<file path="src/rtl/freq_cal_pkg.sv">
package freq_cal_pkg;
  typedef enum logic {PATH_TX = 1'b0, PATH_RX = 1'b1} cal_path_e;
  typedef enum logic [1:0] {CMP_HOLD = 2'd0, CMP_UP = 2'd1, CMP_DOWN = 2'd2} cal_cmp_e;
endpackage

</file>
<file path="src/rtl/cal_sync.sv">
module cal_sync #(
  parameter int unsigned STAGES = 2
) (
  input  logic clk_i,
  input  logic rst_ni,
  input  logic async_i,
  output logic rise_o
);
  logic [STAGES-1:0] sh_q;
  logic              last_q;

  always_ff @(posedge clk_i or negedge rst_ni) begin
    if (!rst_ni) begin
      sh_q   <= '0;
      last_q <= 1'b0;
    end else begin
      sh_q   <= {sh_q[STAGES-2:0], async_i};
      last_q <= sh_q[STAGES-1];
    end
  end

  assign rise_o = sh_q[STAGES-1] & ~last_q;
endmodule

</file>
<file path="src/rtl/cal_edge_cnt.sv">
module cal_edge_cnt #(
  parameter int unsigned W = 4
) (
  input  logic         clk_i,
  input  logic         rst_ni,
  input  logic         clr_i,
  input  logic         inc_i,
  output logic [W-1:0] cnt_o
);
  always_ff @(posedge clk_i or negedge rst_ni) begin
    if (!rst_ni)                    cnt_o <= '0;
    else if (clr_i)                 cnt_o <= '0;
    else if (inc_i && cnt_o != '1)  cnt_o <= cnt_o + 1'b1;
  end
endmodule

</file>
<file path="src/rtl/cal_window_seq.sv">
module cal_window_seq #(
  parameter int unsigned DIV   = 10,
  parameter int unsigned LIM_W = 8
) (
  input  logic             clk_i,
  input  logic             rst_ni,
  input  logic             lock_i,
  input  logic             slot_i,
  input  logic             intermit_i,
  input  logic [LIM_W-1:0] limit_i,
  output logic             win_end_o,
  output logic             cnt_clr_o,
  output logic             slot_chg_o,
  output logic             busy_o
);
  localparam int unsigned PH_W = (DIV > 1) ? $clog2(DIV) : 1;
  localparam logic [PH_W-1:0] PH_LAST = PH_W'(DIV - 1);

  logic             slot_q;
  logic [PH_W-1:0]  phase_q;
  logic [LIM_W-1:0] burst_q;
  logic             spent, active, abort;

  assign slot_chg_o = slot_i != slot_q;
  assign spent      = intermit_i && (burst_q >= limit_i);
  assign active     = lock_i && !spent;
  assign abort      = slot_chg_o || !lock_i;
  assign win_end_o  = active && !abort && (phase_q == PH_LAST);
  assign cnt_clr_o  = !active || abort || win_end_o;

  always_ff @(posedge clk_i or negedge rst_ni) begin
    if (!rst_ni) begin
      slot_q  <= 1'b0;
      phase_q <= '0;
      burst_q <= '0;
      busy_o  <= 1'b0;
    end else begin
      slot_q <= slot_i;
      busy_o <= active && !abort;
      if (!active || abort || phase_q == PH_LAST) phase_q <= '0;
      else                                         phase_q <= phase_q + 1'b1;
      if (slot_chg_o)                        burst_q <= '0;
      else if (win_end_o && burst_q != '1)   burst_q <= burst_q + 1'b1;
    end
  end
endmodule

</file>
<file path="src/rtl/cal_code_reg.sv">
module cal_code_reg
  import freq_cal_pkg::*;
#(
  parameter int unsigned W    = 8,
  parameter int unsigned INIT = 128
) (
  input  logic         clk_i,
  input  logic         rst_ni,
  input  logic         upd_i,
  input  cal_cmp_e     cmp_i,
  output logic [W-1:0] code_o
);
  always_ff @(posedge clk_i or negedge rst_ni) begin
    if (!rst_ni) code_o <= W'(INIT);
    else if (upd_i) begin
      unique case (cmp_i)
        CMP_UP:   if (code_o != '1) code_o <= code_o + 1'b1;
        CMP_DOWN: if (code_o != '0) code_o <= code_o - 1'b1;
        default:  code_o <= code_o;
      endcase
    end
  end
endmodule

</file>
<file path="src/rtl/freq_cal_ctrl.sv">
module freq_cal_ctrl
  import freq_cal_pkg::*;
#(
  parameter int unsigned DIV         = 10,
  parameter int unsigned CODE_W      = 8,
  parameter int unsigned CODE_INIT   = 128,
  parameter int unsigned LIM_W       = 8,
  parameter int unsigned SYNC_STAGES = 2
) (
  input  logic              clk_i,
  input  logic              rst_ni,
  input  logic              osc_tclk_i,
  input  logic              ref_tclk_i,
  input  logic              pll_lock_i,
  input  logic              slot_tx_i,
  input  logic              intermit_en_i,
  input  logic [LIM_W-1:0]  win_limit_i,
  output logic [CODE_W-1:0] tx_code_o,
  output logic [CODE_W-1:0] rx_code_o,
  output logic              busy_o
);
  localparam int unsigned CNT_W = $clog2(DIV + 1);
  localparam int unsigned N_CH  = 2;   // 0: oscillator, 1: reference

  logic [N_CH-1:0]  tclk, rise;
  logic [CNT_W-1:0] cnt [N_CH];
  logic             win_end, cnt_clr, slot_chg;
  logic             init_q, sel_rx;
  cal_cmp_e         cmp;
  logic [CODE_W-1:0] code [2];

  assign tclk = {ref_tclk_i, osc_tclk_i};

  cal_window_seq #(.DIV(DIV), .LIM_W(LIM_W)) u_seq (
    .clk_i, .rst_ni,
    .lock_i(pll_lock_i), .slot_i(slot_tx_i), .intermit_i(intermit_en_i),
    .limit_i(win_limit_i), .win_end_o(win_end), .cnt_clr_o(cnt_clr),
    .slot_chg_o(slot_chg), .busy_o(busy_o)
  );

  for (genvar c = 0; c < N_CH; c++) begin : g_ch
    cal_sync #(.STAGES(SYNC_STAGES)) u_sync (
      .clk_i, .rst_ni, .async_i(tclk[c]), .rise_o(rise[c])
    );
    cal_edge_cnt #(.W(CNT_W)) u_cnt (
      .clk_i, .rst_ni, .clr_i(cnt_clr), .inc_i(rise[c]), .cnt_o(cnt[c])
    );
  end

  always_comb begin
    if (cnt[0] > cnt[1])      cmp = CMP_DOWN;
    else if (cnt[0] < cnt[1]) cmp = CMP_UP;
    else                      cmp = CMP_HOLD;
  end

  // start-up trims the receive path until the first slot boundary
  always_ff @(posedge clk_i or negedge rst_ni) begin
    if (!rst_ni)       init_q <= 1'b1;
    else if (slot_chg) init_q <= 1'b0;
  end
  assign sel_rx = init_q | slot_tx_i;

  for (genvar p = 0; p < 2; p++) begin : g_path
    logic upd;
    assign upd = win_end && ((p == int'(PATH_RX)) ? sel_rx : !sel_rx);
    cal_code_reg #(.W(CODE_W), .INIT(CODE_INIT)) u_code (
      .clk_i, .rst_ni, .upd_i(upd), .cmp_i(cmp), .code_o(code[p])
    );
  end

  assign tx_code_o = code[PATH_TX];
  assign rx_code_o = code[PATH_RX];
endmodule

</file>
<file path="config.mk">
export PLATFORM = sky130hd
export DESIGN_NAME = freq_cal_ctrl
export DESIGN_NICKNAME = d
export VERILOG_FILES = /design/src/rtl/freq_cal_pkg.sv /design/src/rtl/cal_sync.sv /design/src/rtl/cal_edge_cnt.sv /design/src/rtl/cal_window_seq.sv /design/src/rtl/cal_code_reg.sv /design/src/rtl/freq_cal_ctrl.sv
export SDC_FILE = /design/constraint.sdc
export NUM_CORES = 1
export LEC_CHECK = 0
export ABC_CLOCK_PERIOD_IN_PS = 9900
export CORE_MARGIN = 4
export CORE_UTILIZATION = 50
export DETAILED_ROUTE_END_ITERATION = 12
export DONT_BUFFER_PORTS = 1
export SYNTH_ARGS = -nofsm -noshare
export SYNTH_HDL_FRONTEND = slang
export SYNTH_SLANG_ARGS = --single-unit
export TNS_END_PERCENT = 1
</file>
<file path="constraint.sdc">
create_clock -name clk_i -period 9.9 [get_ports clk_i]
set_input_delay 1.98 -clock clk_i [delete_from_list [all_inputs] [get_ports clk_i]]
set_output_delay 1.98 -clock clk_i [all_outputs]
set_load 0.02 [all_outputs]
</file>
Word-level counts from Yosys, hierarchy flattened
Index checks and enable logic that the tools add are counted.
- register bits after elaboration: 45
- bits of input ports: 15
- output and inout bits: 17
- logic and storage cells: 83
- $add $sub $neg: 8
- magnitude comparators: 3
- equal/unequal tests: 13
- muxes and demuxes: 15
- bitwise gates (word level): 5
- reductions and logical operators: 26
- operators with widths (cell ; count):
    $mux W8 ; 6
    $pmux W8 S2 ; 2
    $add A8 B1 Y8 const B ; 3
    $ne A8 B8 Y1 const B ; 3
    $mux W4 ; 5
    $reduce_bool A8 Y1 ; 2
    $sub A8 B1 Y8 const B ; 2
    $add A4 B1 Y4 const B ; 3
    $logic_and A1 B1 Y1 ; 9
    $ge A8 B8 Y1 ; 1
    $ne A2 B1 Y1 const B ; 4
    $ne A4 B4 Y1 const B ; 2
    $reduce_and A4 Y1 ; 2
    $reduce_bool A2 Y1 ; 4
    $logic_not A1 Y1 ; 5
    $eq A4 B4 Y1 const B ; 1
    $gt A4 B4 Y1 ; 1
    $logic_or A1 B1 Y1 ; 4
    $lt A4 B4 Y1 ; 1
    $and A1 B1 Y1 ; 2
    $eq A2 B1 Y1 const B ; 1
    $eq A2 B2 Y1 const B ; 1
    $mux W2 ; 1
    $not A1 Y1 ; 2
    other kinds (3) ; 3

Logic depth before layout (Yosys ltp)
Gate-level depths: netlist (run 1).
- word-level depth: 9
- gate-level depth with buffers: 13
- gate-level depth less buffers: 13

Modules after synthesis
A second synthesis (run 1) with hierarchy kept.
- cells, all modules: 275
- area total of the unflattened synthesis: 2851.5 µm²
- by module, submodules not included (module ; instances ; cells an instance ; area each (µm²) ; sequential area each (µm²)):
    cal_code_reg ; 2 ; 56 ; 564.3 ; 201.4
    cal_window_seq ; 1 ; 96 ; 925.9 ; 350.3
    cal_edge_cnt ; 2 ; 20 ; 229.0 ; 100.1
    cal_sync ; 2 ; 4 ; 88.8 ; 75.1
    freq_cal_ctrl ; 1 ; 19 ; 161.4 ; 26.3

Worst setup path before layout (run 1)
No wires, ideal clock.
- path type: in2reg
- from: input port win_limit_i[0]
- to: register g_path[0].u_code.code_o[2]
- setup time: 125 ps
- data arrival time: 3808 ps
- data required time: 9775 ps
- path slack: 5966 ps
- stages on the path: 7
- path buffers: 0
- cells stage by stage: ha_1 nand2b_4 a2111oi_4 o31ai_2 a31o_4 nor3_4 mux2_4
- word-level cells in the longest chain between the ends: 8
- ends and longest elaborated chain (element ; RTL line ; text):
    start: declaration ; freq_cal_ctrl.sv:17 ; input logic [LIM_W-1:0] win_limit_i,
    $ge A8 B8 Y1 ; cal_window_seq.sv:25 ; assign spent = intermit_i && (burst_q >= limit_i);
    $logic_and A1 B1 Y1 ; cal_window_seq.sv:25 ;
    $logic_not A1 Y1 ; cal_window_seq.sv:26 ; assign active = lock_i && !spent;
    $logic_and A1 B1 Y1 ; cal_window_seq.sv:26 ;
    $logic_and A1 B1 Y1 (2 in series) ; cal_window_seq.sv:28 ; assign win_end_o = active && !abort && (phase_q == PH_LAST);
    $logic_and A1 B1 Y1 ; freq_cal_ctrl.sv:65 ; assign upd = win_end && ((p == int'(PATH_RX)) ? sel_rx : !sel_rx);
    $reduce_and A4 Y1 (no line) ; n/a ;
    end signal: assignment ; cal_code_reg.sv:14 ; if (!rst_ni) code_o <= W'(INIT);
    end signal: assignment ; cal_code_reg.sv:17 ; CMP_UP: if (code_o != '1) code_o <= code_o + 1'b1;
    end signal: assignment ; cal_code_reg.sv:18 ; CMP_DOWN: if (code_o != '0) code_o <= code_o - 1'b1;
    end: declaration ; cal_code_reg.sv:11 ; output logic [W-1:0] code_o
No other way between the ends.
A chain may end at the register's enable or synchronous reset.

Worst setup path in the final report (run 1)
- from: input port win_limit_i[0]
- to: register g_path[1].u_code.code_o[6]
- word-level cells in the longest chain between the ends: 8
- ends and longest elaborated chain (element ; RTL line):
    $ge A8 B8 Y1 ; cal_window_seq.sv:25
    $logic_and A1 B1 Y1 ; cal_window_seq.sv:25
    $logic_not A1 Y1 ; cal_window_seq.sv:26
    $logic_and A1 B1 Y1 ; cal_window_seq.sv:26
    $logic_and A1 B1 Y1 (2 in series) ; cal_window_seq.sv:28
    $logic_and A1 B1 Y1 ; freq_cal_ctrl.sv:65
    $reduce_and A4 Y1 (no line) ; n/a
    end signal: assignment ; cal_code_reg.sv:14
    end signal: assignment ; cal_code_reg.sv:17
    end signal: assignment ; cal_code_reg.sv:18
    end: declaration ; cal_code_reg.sv:11
No other way between the ends.

==> results of run 1 <==
## layout by cell type (no fill, tap or decap), types with 2 or more instances in the layout
cell,instances
dfrtp_1,42
ha_1,29
inv_1,27
nor2_1,25
nand2_1,13
xnor2_1,13
mux2i_1,13
nand4_1,11
a21oi_1,9
xor2_1,8
mux2_4,8
nand3_1,7
or4_1,7
clkbuf_8,6
nor2b_1,5
nor4_2,5
a21boi_1,3
a21o_1,3
and2_1,3
o21ai_1,3
o31ai_1,3
dfstp_2,3
o21bai_1,2
a221o_1,2
nor3_4,2
and3b_1,2
a311oi_1,2
nor3_1,2
or2_2,2
a31oi_1,2
nand2b_1,2
o21ai_0,2
or4b_2,2
fa_1,2
## metal layers
metal	track usage, %	vias to the layer above	routed length, µm
met2	24.1	32	2360
met5	0	-	0
met4	3.88	0	77
met1	20.9	918	2420
li1	-	997	-
met3	5.30	9	272
## critical path: cells and delay by family
kind                     cells  cell delay [ns]
AO/OA/AOI/OAI                3             0.78
adder cells (fa/ha/maj)      1             0.26
AND/OR/NAND/NOR              2             0.60
multiplexers                 1             0.34
## report_power, final
part           switching (W)  leakage [nW]  internal (W)
logic              0.0000267         0.794     0.0000215
registers         0.00000411         0.569      0.000187
clock network      0.0000616        0.0445     0.0000568
total              0.0000924          1.41      0.000266
## sequential cells by signal, indices dropped and copies added, names as in the netlist
name,cells
u_seq.slot_q,1
u_seq.busy_o,1
g_ch.u_sync.sh_q,4
u_seq.burst_q,8
init_q,1
g_ch.u_cnt.cnt_o,8
g_ch.u_sync.last_q,2
u_seq.phase_q,4
g_path.u_code.code_o,16
## stage by stage
stage	area, µm²	hold slack [ns]	setup slack, ns	power [W]	util [%]
4_1_cts	3120	0.356	6.11	0.000363	55.6
3_5_place_dp	3030	0.336	5.78	0.000244	54.0
3_3_place_gp	3030	0.335	5.80	0.000243	54.0
5_1_grt	3120	0.369	5.99	0.000379	55.6
2_1_floorplan	2940	0.331	5.97	0.000236	-
6_report	3120	0.352	6.11	0.000358	55.6
## path summary, 6_finish.rpt
| path | from | to | slack [ns] |
|---|---|---|---|
| setup / recovery | win_limit_i[0] | g_path[1].u_code.code_o[6] | 6.11 |
| setup reg to reg | g_ch[1].u_cnt.cnt_o[1] | g_path[1].u_code.code_o[6] | 6.81 |
| hold / removal | g_ch[0].u_sync.sh_q[0] | g_ch[0].u_sync.sh_q[1] | 0.35 |
| max in group asynchronous | rst_ni | g_path[1].u_code.code_o[7] | 8.35 |
| min in group asynchronous | rst_ni | g_ch[0].u_cnt.cnt_o[2] | 1.37 |
| hold reg to reg | g_ch[0].u_sync.sh_q[0] | g_ch[0].u_sync.sh_q[1] | 0.35 |
## kinds of logic (layout without fill, tap and decap cells)
logic type / count (synthesis) / in the layout / synth area share, %
AO/OA/AOI/OAI: 37 / 37 / 10.1
XOR/XNOR: 22 / 22 / 6.80
adder cells (fa/ha/maj): 31 / 31 / 13.7
buffers and inverters: 30 / 37 / 4.08
flip-flops: 45 / 45 / 38.4
multiplexers: 21 / 21 / 8.50
AND/OR/NAND/NOR: 91 / 91 / 18.5
## area by class of cell
class	instances	share of cell area, %
inverter	28	3.37
sequential	45	36.2
clock inverter	1	0.241
tap	72	2.89
clock buffer	7	2.77
timing repair buffer	1	0.241
multi-input combinational	202	54.3
==> results by group, run 1 <==
Synthesis
  – EDFF count, synth: 0
  – Synth top area cells: dfrtp_1 36%, ha_1 12%, mux2i_1 4.4%
  – Synth Cell Area: 2940 µm²
  – Netlist cell types: 46
  – Number of synthesis warnings: 0
  – Yosys top cell by area: dfrtp_1
  – Synth top cells by count: 42 x dfrtp_1, 29 x ha_1, 27 x inv_1
  – Area share of the leading cell type in the synthesized netlist: 35.7%
  – Syn_area_per_cell: 10.6 µm²
  – Most frequent cell after synthesis: dfrtp_1
  – Sequential area share after synthesis: 38.4%
  – Syn Nets: 323
  – Synth Instances: 277
  – Synth async-reset ratio: 100%
  – Main synth FF type: dfrtp_1
  – Synth Register Bits: 45

Worst setup path
  – Critical path required time: 10.09 ns
  – Crit Path Category: in -> reg
  – CP Max Fanout: 15
  – CP max stage cell: nor3_4
  – Worst-path cell chain: ha_1 -> nand2b_4 -> a2111oi_4 -> o31ai_2 -> a31o_4 -> nor3_4 -> mux2_4
  – Crit path arrival time: 3.97 ns
  – Worst reg2reg path depth: 13
  – CP Capture Type: flop
  – Slowest cell delay on critical path: 0.46 ns
  – Startpoint types: input port

Finish
  – Nets: 329
  – Multi-input combinational cell area: 1690 µm²
  – Share of layout cells above drive strength 1: 13.4%
  – Syn-to-layout area delta: 5.99%
  – Non-Filler Instances: 356
  – Register area: 1130 µm²
  – Fillers: 514
  – Inserted Diodes: 0

Power
  – Max VDD drop: 0.0622 mV
  – Pleak: 1.41 nW
  – PD cells: 115 nW/µm²

Global route
  – Largest net degree at the start of global routing: 46
  – Gr ovfl total: 0
  – First-pass GRT wire length: 9030 µm
  – GRT Total Usage: 15.5%
  – Vias in the first global route: 1947
  – Initial antenna violation count: 0

Routing
  – Routed WL per cell: 14.4 µm
  – Drt pass-1 iters: 4
  – Initial DRC Count: 56
  – Routed WL: 5120 µm
  – # DRC: 0
  – DRT antenna net count: 0
  – Routed vias/inst: 5.49
  – Vias: 1956

CTS
  – Worst-Skew Late Latency: 0.30 ns
  – Clk sinks: 45
  – CTS tree: yes
  – Setup Fix Bufs, Post-CTS: 0
  – CTS Buf Count: 5
  – Clock Root Buffer: clkbuf_8
  – Clock Path Buffers: 2
  – Post-CTS Resized: 0
  – H-tree lvl count: 2
  – Clk slew on worst S/H paths: 0.09 ns
  – Hold_buf cts: 0

Placed design
  – Gpl congestion: 0.737
  – Hpwl dp: 3830 µm
  – DP Cell Count: 348
  – # port buffers: 0

STA
  – Max_slew headroom: 49.2%
  – Final setup viols: 0
  – Final setup TNS: 0 ns
  – Tcrit/Tclk final: 38.3%
  – Fmax: 264 MHz
  – Layout Skew: 0.00775 ns
  – Final Hold Violating Endpoints: 0
  – Least-Margin Pin Slew: 0.760 ns
  – Minimum clock period: 3.79 ns
  – RSZ-0062 raised after global routing: false
  – Final slew viol count: 0

Floorplan
  – Die H: 84.7 µm
  – Core area: 5610 µm²
  – Rows: 27
  – Initial core utilization: 52.5%
  – Die area: 7180 µm²
  – Die Wd: 84.7 µm
  – IO Pins: 32

Run status
  – Status: complete, no violations

Run
  – MaxCap Viol Count: 0

Worst hold path
  – Hold WC Path Type: reg -> reg
  – Hold path depth: 0
(Power assumes the default switching activity.)
==> run 2, diff against run 1 <==
--- a/config.mk
+++ b/config.mk
@@ -5,7 +5,8 @@
 export SDC_FILE = /design/constraint.sdc
 export NUM_CORES = 1
 export LEC_CHECK = 0
-export ABC_CLOCK_PERIOD_IN_PS = 9900
+export ABC_AREA = 1
+export ABC_CLOCK_PERIOD_IN_PS = 3800
 export CORE_MARGIN = 4
 export CORE_UTILIZATION = 50
 export DETAILED_ROUTE_END_ITERATION = 12
==> constraint.sdc (replaced) <==
create_clock -name clk_i -period 3.8 [get_ports clk_i]
set_input_delay 0.76 -clock clk_i [delete_from_list [all_inputs] [get_ports clk_i]]
set_output_delay 0.76 -clock clk_i [all_outputs]
set_load 0.02 [all_outputs]
==> results by group, run 2 <==
Run status
  – Status: complete, no violations

Worst setup path
  – R2r endpoint: g_path[0].u_code.code_o[7]
  – Slowest cell delay on critical path: 0.45 ns (about the same)
  – Worst setup path startpoint: g_ch[1].u_cnt.cnt_o[3]
  – CP Max Fanout: 14 (-1)
  – Critical path required time: 4.05 ns (-6.04 ns)
  – Startpoint types: flop
  – Worst-path cell chain: inv_1 -> ha_1 -> a21oi_1 -> nand2_1 -> nand2_1 -> inv_1 -> ha_1 -> a21o_1 -> nand2_1 -> nand3_1 -> a21oi_1 -> nand3_1 -> nand2_1 -> nand2_1 -> nand2_1
  – Worst Setup EP: g_path[0].u_code.code_o[7]
  – Most used cell, CP: nand2_1
  – CP Depth: 15 (+8)
  – Worst reg2reg path depth: 15 (+2)
  – Kind of cell adding the most delay to the critical path: simple AND/OR/NAND/NOR gates
  – Reg2reg start: g_ch[1].u_cnt.cnt_o[3]
  – CP Buf/Inv Count: 2 (+2)
  – FF-to-FF setup slack: 0.82 ns (-5.99 ns)
  – CP max stage cell: ha_1
  – CP Capture Type: flop
  – Crit Path Category: reg -> reg
  – Crit path arrival time: 3.23 ns (-0.74 ns)

Floorplan
  – Die Wd: 85.5 µm (+0.86%)
  – Die area: 7300 µm² (+1.7%)
  – Die H: 85.5 µm (+0.86%)
  – Initial core utilization: 52.9% (+0.37 points)
  – Core area: 5680 µm² (+1.2%)
  – IO Pins: 32 (unchanged)
  – Rows: 27 (unchanged)

CTS
  – Clock Root Buffer: clkbuf_8
  – CTS tree: yes
  – Clk sinks: 45 (unchanged)
  – Clk slew on worst S/H paths: 0.10 ns (about the same)
  – H-tree lvl count: 2 (unchanged)
  – Setup Fix Bufs, Post-CTS: 0 (unchanged)
  – CTS Buf Count: 5 (unchanged)
  – Clock Path Buffers: 2 (unchanged)
  – Post-CTS Resized: 0 (unchanged)
  – Worst-Skew Late Latency: 0.31 ns (about the same)
  – Hold_buf cts: 0 (unchanged)

Finish
  – Biggest regs: g_path.u_code.code_o: 16 flops, g_ch.u_cnt.cnt_o: 8 flops, u_seq.burst_q: 8 flops
  – Register area: 1130 µm² (unchanged)
  – Fillers: 540 (+5.1%)
  – Share of layout cells above drive strength 1: 5.40% (-8.0 points)
  – Nets: 434 (+32%)
  – Most frequent cells in the layout: 123 x nand2_1, 48 x inv_1, 42 x dfrtp_1
  – Multi-input combinational cell area: 1670 µm² (-1.3%)
  – Inserted Diodes: 0 (unchanged)
  – Non-Filler Instances: 461 (+29%)
  – Max reg flops: 16 (unchanged)
  – Most common cell after layout, fill and taps aside: nand2_1
  – Syn-to-layout area delta: 5.75%
  – Final instance area: 3170 µm² (+1.7%)
  – Largest Register: g_path.u_code.code_o

Run
  – MaxCap Viol Count: 0 (unchanged)

Global route
  – Largest net degree at the start of global routing: 46 (unchanged)
  – GRT Total Usage: 17.7% (+2.2 points)
  – Vias in the first global route: 2289 (+18%)
  – Gr ovfl total: 0 (unchanged)
  – First-pass GRT wire length: 10600 µm (+17%)
  – Initial antenna violation count: 0 (unchanged)

Synthesis
  – Number of synthesis warnings: 0 (unchanged)
  – Syn_area_per_cell: 7.85 µm² (-26%)
  – Netlist cell types: 29 (-37%)
  – Synth top cells by count: 123 x nand2_1, 48 x inv_1, 42 x dfrtp_1
  – Sequential area share after synthesis: 37.7% (-0.72 points)
  – Most frequent cell after synthesis: nand2_1
  – Area share of the leading cell type in the synthesized netlist: 35.0% (-0.67 points)
  – Synth async-reset ratio: 100% (unchanged)
  – Synth Register Bits: 45 (unchanged)
  – Syn Nets: 428 (+33%)
  – Synth Cell Area: 3000 µm² (+1.9%)
  – Yosys top cell by area: dfrtp_1
  – Main synth FF type: dfrtp_1
  – Synth Instances: 382 (+38%)
  – EDFF count, synth: 0 (unchanged)
  – Synth top area cells: dfrtp_1 35%, nand2_1 15%, ha_1 12%

Worst hold path
  – Hold WC Path Type: in -> async

Placed design
  – Gpl congestion: 0.844 (+14%)
  – Hpwl dp: 4480 µm (+17%)
  – # port buffers: 0 (unchanged)
  – Area post-placement: 3080 µm² (+1.7%)
  – DP Cell Count: 453 (+30%)

STA
  – Minimum clock period: 2.98 ns
  – Final slew viol count: 0 (unchanged)
  – RSZ-0062 raised after global routing: false
  – Final setup TNS: 0 ns (unchanged)
  – WHS: 0.135 ns (-0.217 ns)
  – Tcrit/Tclk final: 78.3%
  – Max_slew headroom: 61.9% (+13 points)
  – Fmax: 336 MHz
  – Final Hold Violating Endpoints: 0 (unchanged)
  – Layout Skew: 0.00633 ns (-0.00142 ns)
  – Least-Margin Pin Slew: 0.570 ns (-0.190 ns)
  – Final setup viols: 0 (unchanged)

Routing
  – Routed WL: 5990 µm (+17%)
  – Routed WL per cell: 13.0 µm (-9.7%)
  – Initial DRC Count: 82 (+46%)
  – Routed vias/inst: 5.18 (-5.7%)
  – DRT antenna net count: 0 (unchanged)
  – Drt pass-1 iters: 4 (unchanged)
  – Vias: 2389 (+22%)
  – # DRC: 0 (unchanged)

Power
  – Pleak: 1.79 nW (+27%)
  – PD cells: 293 nW/µm² (+160%)
  – Max VDD drop: 0.127 mV (+100%)
-- run 2: cell families (layout without fill, tap and decap cells) --
group / Yosys count / after routing / synth area share [%]
fa+ha+maj: 31 / 31 / 13.4
compound gates: 28 / 28 / 6.09
simple gates: 206 / 206 / 29.2
buf+inv: 50 / 57 / 6.59
flops: 45 / 45 / 37.7
xor+xnor: 22 / 22 / 7.05
-- run 2: power by group --
group	switching, W	leakage, nW	internal (W)	total (W)
combinational	0.0000711	1.14	0.0000402	0.000111
clock	0.000185	0.0452	0.000134	0.000319
sequential	0.0000109	0.598	0.000489	0.000499
total	0.000267	1.79	0.000663	0.000929
-- run 2: layout make-up --
type,count,share of cell area [%]
inverters,49,5.88
multi-input cells,287,52.7
flip-flops and latches,45,35.6
clock buffers,5,2.17
well taps,72,2.84
clock inverters,3,0.789
-- run 2: metrics by stage --
stage | worst slack [ns] | util (%) | total power, W
final | 0.825 | 55.9 | 0.000929
after global routing | 0.557 | 55.9 | 0.000979
after CTS | 0.825 | 55.9 | 0.000942
after detailed placement | 0.849 | 54.3 | 0.000621
after global placement | 0.951 | 54.3 | 0.000619
after floorplan | 1.23 | - | 0.000599
-- run 2: per-layer routing --
metal	up-vias	track usage, %	wire length, µm	part of all wire, %
li1	1249	-	-	-
met1	1094	24.1	2950	49
met2	39	28.2	2720	45
met3	7	3.59	251	4.2
met4	0	5.32	66	1.1
met5	-	0	0	0
-- run 2: worst min path at each step --
stage                            from                     end  slack [ns]  cells after the start
2_1_floorplan  g_ch[0].u_sync.sh_q[0]  g_ch[0].u_sync.sh_q[1]        0.33                      0
6_report                       rst_ni        u_seq.phase_q[2]        0.14                      0
3_5_place_dp   g_ch[0].u_sync.sh_q[0]  g_ch[0].u_sync.sh_q[1]        0.34                      0
3_3_place_gp   g_ch[0].u_sync.sh_q[0]  g_ch[0].u_sync.sh_q[1]        0.33                      0
5_1_grt                        rst_ni            u_seq.busy_o        0.12                      0
4_1_cts                        rst_ni            u_seq.busy_o        0.12                      0
==> run 3, diff against run 2 <==
--- a/config.mk
+++ b/config.mk
@@ -5,12 +5,13 @@
 export SDC_FILE = /design/constraint.sdc
 export NUM_CORES = 1
 export LEC_CHECK = 0
-export ABC_AREA = 1
-export ABC_CLOCK_PERIOD_IN_PS = 3800
+export ABC_AREA = 0
+export ABC_CLOCK_PERIOD_IN_PS = 2500
 export CORE_MARGIN = 4
 export CORE_UTILIZATION = 50
 export DETAILED_ROUTE_END_ITERATION = 12
 export DONT_BUFFER_PORTS = 1
+export PLACE_DENSITY = 0.68
 export SYNTH_ARGS = -nofsm -noshare
 export SYNTH_HDL_FRONTEND = slang
 export SYNTH_SLANG_ARGS = --single-unit
==> constraint.sdc (replaced) <==
create_clock -name clk_i -period 2.5 [get_ports clk_i]
set_input_delay 0.5 -clock clk_i [delete_from_list [all_inputs] [get_ports clk_i]]
set_output_delay 0.5 -clock clk_i [all_outputs]
set_load 0.02 [all_outputs]
==> results by group, run 3 (same netlist as run 1, synthesis figures left out) <==
Worst hold path
  – Hold WC Path Type: in -> async

Worst setup path
  – Worst-path cell chain: ha_4 -> nor2b_4 -> o211ai_2 -> a21boi_4 -> buf_12 -> inv_6 -> fa_2 -> nor2b_4 -> o21ai_2 -> a21boi_2 -> or4b_4 -> nand3_2 -> mux2_4
  – Crit Path Category: reg -> reg
  – Worst reg2reg path depth: 13 (-2)
  – Critical path required time: 2.70 ns (-1.35 ns)
  – Crit path arrival time: 2.87 ns (-0.36 ns)
  – CP Max Fanout: 8 (-6)
  – FF-to-FF setup slack: -0.17 ns (-0.99 ns)
  – Slowest cell delay on critical path: 0.42 ns (-0.03 ns)
  – R2r endpoint: g_path[0].u_code.code_o[6]
  – CP Capture Type: flop
  – Reg2reg start: g_ch[0].u_cnt.cnt_o[1]
  – Most used cell, CP: nor2b_4
  – CP Buf/Inv Count: 2 (unchanged)
  – Worst setup path startpoint: g_ch[0].u_cnt.cnt_o[1]
  – CP max stage cell: dfrtp_1
  – Startpoint types: flop
  – Kind of cell adding the most delay to the critical path: adder cells

Routing
  – # DRC: 0 (unchanged)
  – DRT antenna net count: 0 (unchanged)
  – Routed WL: 6070 µm (+1.3%)
  – Drt pass-1 iters: 4 (unchanged)
  – Initial DRC Count: 113 (+38%)
  – Vias: 2168 (-9.3%)
  – Routed WL per cell: 15.3 µm (+18%)
  – Routed vias/inst: 5.46 (+5.4%)

Power
  – Max VDD drop: 0.271 mV (+110%)
  – Logic pwr share: 20.0% (+8.0 points)
  – Sw Ratio: 28.2% (-0.49 points)
  – Switching power: 0.000429 W (+61%)
  – Clock share of power: 30.2% (-4.1 points)
  – PD cells: 417 nW/µm² (+42%)
  – Pleak: 1.66 nW (-7.2%)
  – Internal Power: 0.00109 W (+65%)
  – Sequential fraction of design power: 49.8% (-3.9 points)

CTS
  – Clock Path Buffers: 2 (unchanged)
  – Clock Root Buffer: clkbuf_8
  – H-tree lvl count: 2 (unchanged)
  – CTS Buf Count: 5 (unchanged)
  – Clk slew on worst S/H paths: 0.09 ns (about the same)
  – CTS tree: yes
  – Worst-Skew Late Latency: 0.31 ns (about the same)
  – Clk sinks: 45 (unchanged)

STA
  – Final slew viol count: 0 (unchanged)
  – Fmax: 375 MHz (+12%)
  – WHS: 0.0152 ns (-0.120 ns)
  – Final setup viols: 8 (+8)
  – RSZ-0062 raised after global routing: true
  – Minimum clock period: 2.67 ns (-0.308 ns)
  – Least-Margin Pin Slew: 0.829 ns (+0.259 ns)
  – Final Hold Violating Endpoints: 0 (unchanged)
  – Tcrit/Tclk final: 107% (+28 points)
  – Layout Skew: 0.0108 ns (+0.00451 ns)
  – Setup ws final: -0.167 ns (-0.992 ns)
  – Max_slew headroom: 44.6% (-17 points)

Global route
  – GRT Total Usage: 17.7% (about the same)
  – Largest net degree at the start of global routing: 43 (-6.5%)
  – Vias in the first global route: 2260 (-1.3%)
  – First-pass GRT wire length: 10300 µm (-2.4%)
  – Gr ovfl total: 0 (unchanged)
  – Initial antenna violation count: 0 (unchanged)

Run
  – MaxCap Viol Count: 0 (unchanged)

Placed design
  – # port buffers: 0 (unchanged)
  – Gpl congestion: 0.829 (-1.8%)
  – Hpwl dp: 4300 µm (-4.0%)

Run status
  – Status: finished with violations
  – Failing checks: setup timing

Floorplan
  – Initial core utilization: 52.5% (-0.37 points)
  – Die Wd: 84.7 µm (-0.85%)
  – Die H: 84.7 µm (-0.85%)
  – Die area: 7180 µm² (-1.7%)
  – IO Pins: 32 (unchanged)
  – Core area: 5610 µm² (-1.2%)
  – Rows: 27 (unchanged)

Finish
  – Largest Register: g_path.u_code.code_o
  – Register area: 1130 µm² (unchanged)
  – Biggest regs: g_path.u_code.code_o: 16 flops, g_ch.u_cnt.cnt_o: 8 flops, u_seq.burst_q: 8 flops
  – Nets: 370 (-15%)
  – Max reg flops: 16 (unchanged)
  – Most frequent cells in the layout: 42 x dfrtp_1, 37 x buf_4, 25 x inv_1
  – Fillers: 473 (-12%)
  – Utilization after layout: 65.2% (+9.3 points)
  – Share of layout cells above drive strength 1: 32.3% (+27 points)
  – Inserted Diodes: 0 (unchanged)
  – Syn-to-layout area delta: 24.2%
  – Multi-input combinational cell area: 1860 µm² (+11%)
  – Most common cell after layout, fill and taps aside: dfrtp_1
## run 3: cell types whose count changed in the layout (fill, tap and decap cells not counted), moves of 7 or more
cell and change:
mux2i_1 +13, a21oi_1 -8, xor2_1 -8, buf_4 +37, xnor2_1 +8, nand3_1 -21, nor2_1 -9, nand2_1 -111
or4_1 +7, inv_1 -23, mux2_4 +8
## run 3: routing by layer
metal	track usage, %	up-vias	part of all wire (%)
met5	0	-	0
met4	4.46	0	1.7
met3	3.93	12	3.1
met2	30.0	30	50
met1	22.8	1049	45
li1	-	1077	-
## run 3: area by class of cell
cell class | instances | area share, %
clock buffers | 6 | 1.98
clock inverters | 2 | 0.411
inverters | 28 | 3.01
multi-input cells | 202 | 50.9
flip-flops and latches | 45 | 30.9
well taps | 72 | 2.46
repair buffers | 42 | 10.3
## run 3: worst max path at each step
stage,to,depth (start not counted)
final,g_path[0].u_code.code_o[6],13
after CTS,g_path[0].u_code.code_o[6],13
after global placement,g_path[0].u_code.code_o[6],12
after global routing,g_path[0].u_code.code_o[6],14
after detailed placement,g_path[0].u_code.code_o[6],12
after floorplan,g_path[1].u_code.code_o[6],12
## run 3: what timing repair did
action / 4_1_cts / 5_1_grt
buffers inserted: 4 / 2
endpoints found under the hold margin: 42 / 0
cloned: 0 / 0
gates resized for setup: 13 / 10
hold buffers: 1 / 0
endpoints found under the setup margin: 9 / 13
pin swaps: 10 / 11
## run 3: power by group through the flow
| stage | sequential [W] | combinational [W] | clock (W) |
|---|---|---|---|
| final | 0.000758 | 0.000305 | 0.000461 |
| after global routing | 0.000761 | 0.000341 | 0.000504 |
| after CTS | 0.000758 | 0.000291 | 0.000468 |
| after detailed placement | 0.000772 | 0.000247 | 0 |
| after global placement | 0.000772 | 0.000241 | 0 |
| after floorplan | 0.000770 | 0.000175 | 0 |
## run 3: worst reg2reg max path, delay by kind of cell, from the launching register on
| family | cells | cell delay, ns |
|---|---|---|
| simple gates | 4 | 0.45 |
| fa+ha+maj | 2 | 0.66 |
| buf+inv | 2 | 0.20 |
| flops | 1 | 0.42 |
| mux | 1 | 0.26 |
| compound gates | 4 | 0.57 |
## run 3: per-stage QoR
step | area (µm²) | std cells | TNS (ns) | setup slack, ns | total power, W
after global routing | 3660 | 397 | -1.74 | -0.299 | 0.00161
after detailed placement | 3380 | 382 | -0.891 | -0.213 | 0.00102
after global placement | 3380 | 382 | -0.503 | -0.155 | 0.00101
after floorplan | 3000 | 277 | -1.48 | -0.262 | 0.000945
after CTS | 3580 | 395 | -0.488 | -0.111 | 0.00152
final | 3660 | 397 | -0.682 | -0.167 | 0.00152
